File: config.mk
export PLATFORM = sky130hd
export DESIGN_NAME = mbox_tx_regs
export DESIGN_NICKNAME = d
export VERILOG_FILES = /design/src/rtl/mbox_tx_regs.sv
export SDC_FILE = /design/constraint.sdc
export NUM_CORES = 1
export LEC_CHECK = 0
export ABC_CLOCK_PERIOD_IN_PS = 5400
export CELL_PAD_IN_SITES_DETAIL_PLACEMENT = 0
export CELL_PAD_IN_SITES_GLOBAL_PLACEMENT = 1
export CORE_UTILIZATION = 40
export CTS_CLUSTER_SIZE = 28
export DETAILED_ROUTE_END_ITERATION = 10
export HOLD_SLACK_MARGIN = 0.02
export PLACE_DENSITY = 0.78
export SYNTH_ARGS = -nofsm -noshare
export SYNTH_HDL_FRONTEND = slang
export SYNTH_SLANG_ARGS = --single-unit
File: constraint.sdc
create_clock -name clk -period 5.4 [get_ports clk]
set_clock_uncertainty 0.1 [all_clocks]
set_input_delay 1.62 -clock clk [delete_from_list [all_inputs] [get_ports clk]]
set_output_delay 1.62 -clock clk [all_outputs]
set_load 0.01 [all_outputs]
File: src/rtl/mbox_tx_regs.sv
module mbox_tx_regs #(
  parameter int NCH = 8,
  parameter int AW  = 6
) (
  input  logic                clk,
  input  logic                rst_n,
  input  logic                wr_en,
  input  logic [AW-1:0]       addr,
  input  logic [31:0]         wdata,
  output logic [31:0]         rdata,
  output logic [NCH-1:0]      msg_valid,
  output logic [NCH*64-1:0]   msg_data,
  input  logic [NCH-1:0]      msg_ack,
  output logic                irq
);
  localparam int IDW = (NCH > 1) ? $clog2(NCH) : 1;

  logic [IDW-1:0] dest_q;
  logic [31:0]    lo_q, hi_q;
  logic [NCH-1:0] busy_q, ovf_q, dlv_q;
  logic [2:0]     mask_q;
  logic           isr_q;

  wire wr_dest = wr_en && addr == AW'('h00);
  wire wr_lo   = wr_en && addr == AW'('h04);
  wire wr_hi   = wr_en && addr == AW'('h08);
  wire trig    = wr_en && addr == AW'('h0C) && wdata[0];
  wire wr_clr  = wr_en && addr == AW'('h10);
  wire wr_isr  = wr_en && addr == AW'('h18);
  wire wr_mask = wr_en && addr == AW'('h1C);

  wire [NCH-1:0] sel     = NCH'(1) << dest_q;
  wire           blocked = trig && busy_q[dest_q];
  wire           launch  = trig && !busy_q[dest_q];
  wire [NCH-1:0] done    = busy_q & msg_ack;
  wire [NCH-1:0] clr_ovf = wr_clr ? wdata[8 +: NCH]  : '0;
  wire [NCH-1:0] clr_dlv = wr_clr ? wdata[16 +: NCH] : '0;

  wire event_hit = (blocked && !mask_q[0]) || (blocked && !mask_q[1]) ||
                   ((|done) && !mask_q[2]);

  always_ff @(posedge clk or negedge rst_n) begin
    if (!rst_n) begin
      dest_q <= '0;
      lo_q   <= '0;
      hi_q   <= '0;
      busy_q <= '0;
      ovf_q  <= '0;
      dlv_q  <= '0;
      mask_q <= 3'b111;
      isr_q  <= 1'b0;
    end else begin
      if (wr_dest) dest_q <= wdata[IDW-1:0];
      if (wr_lo)   lo_q   <= wdata;
      if (wr_hi)   hi_q   <= wdata;
      if (wr_mask) mask_q <= wdata[2:0];
      busy_q <= (busy_q & ~done) | (launch ? sel : '0);
      ovf_q  <= (ovf_q & ~clr_ovf) | (blocked ? sel : '0);
      dlv_q  <= (dlv_q & ~clr_dlv) | done;
      isr_q  <= event_hit || (isr_q && !(wr_isr && wdata[0]));
    end
  end

  for (genvar c = 0; c < NCH; c++) begin : g_slot
    logic [63:0] slot_q;
    always_ff @(posedge clk or negedge rst_n) begin
      if (!rst_n)                slot_q <= '0;
      else if (launch && sel[c]) slot_q <= {hi_q, lo_q};
    end
    assign msg_data[c*64 +: 64] = slot_q;


    ack_release_chk: assert property (@(posedge clk) disable iff (!rst_n)
      (msg_valid[c] && msg_ack[c]) |=> (!msg_valid[c] && rdata_dlv_bit(c)));


    valid_origin_chk: assert property (@(posedge clk) disable iff (!rst_n)
      $rose(msg_valid[c]) |-> $past(trig && dest_q == IDW'(c)));


    held_msg_chk: assert property (@(posedge clk) disable iff (!rst_n)
      (msg_valid[c] && !msg_ack[c]) |=> (msg_valid[c] && $stable(msg_data[c*64 +: 64])));
  end

  function automatic logic rdata_dlv_bit(input int c);
    return dlv_q[c];
  endfunction

  logic [31:0] status;
  always_comb begin
    status = '0;
    status[0 +: NCH]  = busy_q;
    status[8 +: NCH]  = ovf_q;
    status[16 +: NCH] = dlv_q;
  end

  always_comb begin
    case (addr)
      AW'('h00): rdata = 32'(dest_q);
      AW'('h04): rdata = lo_q;
      AW'('h08): rdata = hi_q;
      AW'('h14): rdata = status;
      AW'('h18): rdata = {31'b0, isr_q};
      AW'('h1C): rdata = {29'b0, mask_q};
      default:   rdata = '0;
    endcase
  end

  assign msg_valid = busy_q;
  assign irq       = isr_q;


  overflow_flag_chk: assert property (@(posedge clk) disable iff (!rst_n)
    (trig && busy_q[dest_q]) |=> (ovf_q[$past(dest_q)] && $stable(msg_valid)));


  masked_quiet_chk: assert property (@(posedge clk) disable iff (!rst_n)
    (mask_q == 3'b111 && !irq) |=> !irq);


  clear_wins_chk: assert property (@(posedge clk) disable iff (!rst_n)
    (irq && wr_isr && wdata[0] && !event_hit) |=> !irq);
endmodule

==> impl_metrics.yaml <==
run_status:
  status: "finished, final reports clean"
timing:
  setup_ws_ns: 0.08682
  slew_headroom_pct: 20.34
  slew_viol_final: 0
  setup_violations: 0
  hold_ws_ns: 0.3861
  fmax_mhz: 188.2
  hold_viol_final: 0
  rsz0062_at_grt: "false"
  fin_crit_ns: 5.313
  tightest_slew_ns: 1.195
  timing.final.crit_share_pct: 98.39
clocking:
  cts.clk_slew.worst_paths_ns: 0.06
  cts.sinks: 607
  insertion_delay_ns: 0.59
  holdBufCountCts: 0
  cts_tree: "built"
  cts_max_level: 3
  cts_buffers: 66
  root_buffer: "clkbuf_16"
  clockBufferDepth: 3
synth:
  syn_inst: 1505
  async_reset_ff_share_pct: 100.0
  synthSimpleGateAreaFrac_pct: 1.145
  synthXorXnorAreaFrac_pct: 0
  synth_top_family_by_area: "multiplexers"
  synth_compound_area_share_pct: 2.910
  ys_seq_area_share_pct: 64.36
  ys_ff_latch: 607
  muxShareOfSynthArea_pct: 27.88
  avgSynthCellArea_um2: 15.68
  synthAdderAreaFrac_pct: 0
  synth_edf_count: 0
  ys.flop_type: "dfrtp_1"
  synth.distinct_cells: 41
  synth_warnings: 0
  synth_nets: 1554
  netlist_area_um2: 23610
route:
  drt_iter0_drc: 921
  via_per_inst: 5.237
  routed_wl_um: 78800
  drc: 0
  firstDrtPassIters: 8
  via_count: 15290
  drt-wirelength-per-cell_um: 26.99
  ant_nets: 0
floorplanning:
  die-area_um2: 59990
  initial_core_util_pct: 40.68
  top_level_ports: 602
  die_x_um: 244.9
  rows: 88
  die_h_um: 244.9
  core-area_um2: 58030
power:
  max-vdd-ir-drop_uv: 233.6
  power_leakage_nw: 16.38
  p_per_area_nw_per_um2: 310.9
  total_power_mw: 10.30
global_routing:
  grt_pass1_vias: 16190
  grt_overflow_total: 0
  grt_pass1_wl_um: 115700
  grt_max_degree: 93
  grt_antenna_before_repair: 15
  grtUsageTotal_pct: 26.53
placed_design:
  pre_cts_slack_ns: -0.4224
  globalplace.congestion: 0.8392
  placed_area_um2: 30470
  place_hpwl_um: 53660
  io_buffers: 601
finish:
  drive_gt1_share_pct: 22.60
  final_util_pct: 57.10
  area_delta_synth_final_pct: 40.36
  nNetsFinal: 2144
  fin_area_um2: 33130
worst_setup_path:
  cp.arrival_ns: 3.59
  crit_path_end_kind: "primary output"
  startpoint_type: "primary input"
  path_max_fanout: 4
  path_class: "primary input to primary output"
  required_ns: 3.68
  worst-r2r-setup-slack_ns: 1.65
job:
  max_cap_violations: 0
worst_hold_path:
  hp-class: "flip-flop to flip-flop"
==> report_power, final <==
part	internal [mW]	switching, mW
Combinational	0.179	0.232
Sequential	4.65	0.291
Clock	3.08	1.87
==> cell families (layout without fill, tap and decap cells) <==
family	after synthesis	in the layout
AOI/OAI and AO/OA	82	82
buffers and inverters	181	822
and+or+nand+nor	50	50
DFF	607	607
other	0	9
muxes	585	585
==> metrics by stage <==
| stage | instances | TNS (ns) |
|---|---|---|
| finish | 2920 | 0 |
| global route | 2917 | 0 |
| CTS | 2908 | 0 |
| detailed placement | 2774 | -10.82 |
| global placement | 2774 | -10.76 |
| floorplan | 1505 | 0 |
==> critical path: stages <==
cell and delay, ns:
dlygate4sd2_1 0.25, or4_4 0.59, buf_6 0.15, nor3b_4 0.16, buf_6 0.17, buf_12 0.13, buf_16 0.14, buf_12 0.11
a22o_1 0.13, buf_2 0.13
==> cells in the final DEF (no fill, tap or decap), drive strengths merged, types with 2 or more instances in the layout <==
cell and n:
clkinv 10, nor2 5, o41ai 5, dfrtp 604, nor2b 2, bufinv 9
clkbuf 105, o2bb2ai 5, nor4 2, buf 83, mux2 580, nand3 2
a222oi 21, dfstp 3, clkdlybuf4s15 4, or4 2, o21ai 14, diode 9
and2 2, inv 39, a22oi 6, clkdlybuf4s50 564, dlygate4sd2 6, nand2 27
mux2i 5, a22o 19, o2111ai 7
==> cells in the mapped netlist, drive strengths merged (2+ instances only) <==
cell / count / area share, %
nand2: 27 / 0.43
a22oi: 6 / 0.19
clkbuf: 12 / 0.19
dfstp: 3 / 0.33
o41ai: 5 / 0.19
inv: 37 / 0.59
dfrtp: 604 / 64
mux2: 580 / 28
buf: 132 / 2.9
o2111ai: 7 / 0.26
or4: 2 / 0.080
and2: 2 / 0.053
mux2i: 5 / 0.21
nor4: 2 / 0.053
nor2: 5 / 0.16
o2bb2ai: 5 / 0.19
o21ai: 14 / 0.30
a222oi: 21 / 0.89
a22o: 19 / 0.70
nand3: 2 / 0.042
nor2b: 2 / 0.053
==> area by class of cell <==
type / count / area (um^2)
Clock buffer: 97 / 2064
Multi-Input combinational cell: 717 / 7707
Timing Repair Buffer: 666 / 6699
Clock inverter: 22 / 349.1
Antenna cell: 9 / 22.52
Sequential cell: 607 / 15190
Tap cell: 765 / 957.2
Fill cell: 4569 / 24890
Inverter: 37 / 138.9
==> flip-flops by register name (all words and copies together) (netlist names) <==
| name | cells |
|---|---|
| dest_q | 3 |
| dlv_q | 8 |
| g_slot.slot_q | 512 |
| hi_q | 32 |
| irq | 1 |
| lo_q | 32 |
| mask_q | 3 |
| msg_valid | 8 |
| ovf_q | 8 |
==> worst paths after layout <==
path                                               endpoint                        startpoint  cells past startpoint
max                                               rdata[31]                           addr[0]                     10
min                        g_slot[1].slot_q[59]$_DFFE_PN0P_  g_slot[1].slot_q[59]$_DFFE_PN0P_                      1
max reg2reg                g_slot[3].slot_q[53]$_DFFE_PN0P_             dest_q[1]$_DFFE_PN0P_                      5
min reg2reg                g_slot[1].slot_q[59]$_DFFE_PN0P_  g_slot[1].slot_q[59]$_DFFE_PN0P_                      1
max in group asynchronous  g_slot[0].slot_q[27]$_DFFE_PN0P_                             rst_n                      2
min in group asynchronous  g_slot[5].slot_q[53]$_DFFE_PN0P_                             rst_n                      1
==> layer usage <==
| layer | global-route usage (%) | wire length (um) | vias to the layer above |
|---|---|---|---|
| met1 | 33.21 | 31900 | 8126 |
| met2 | 43.24 | 38500 | 547 |
| met5 | 0 | 69 | - |
| li1 | - | - | 6507 |
| met4 | 8.529 | 1665 | 10 |
| met3 | 8.802 | 6673 | 102 |
==> timing repair <==
item | CTS | global route
gates cloned | 4 | 0
pin swaps | 5 | 1
buffers inserted | 11 | 3
gates resized for setup | 91 | 20
endpoints found under the setup margin | 32 | 21
No activity file was read; power rests on OpenSTA's default activity.
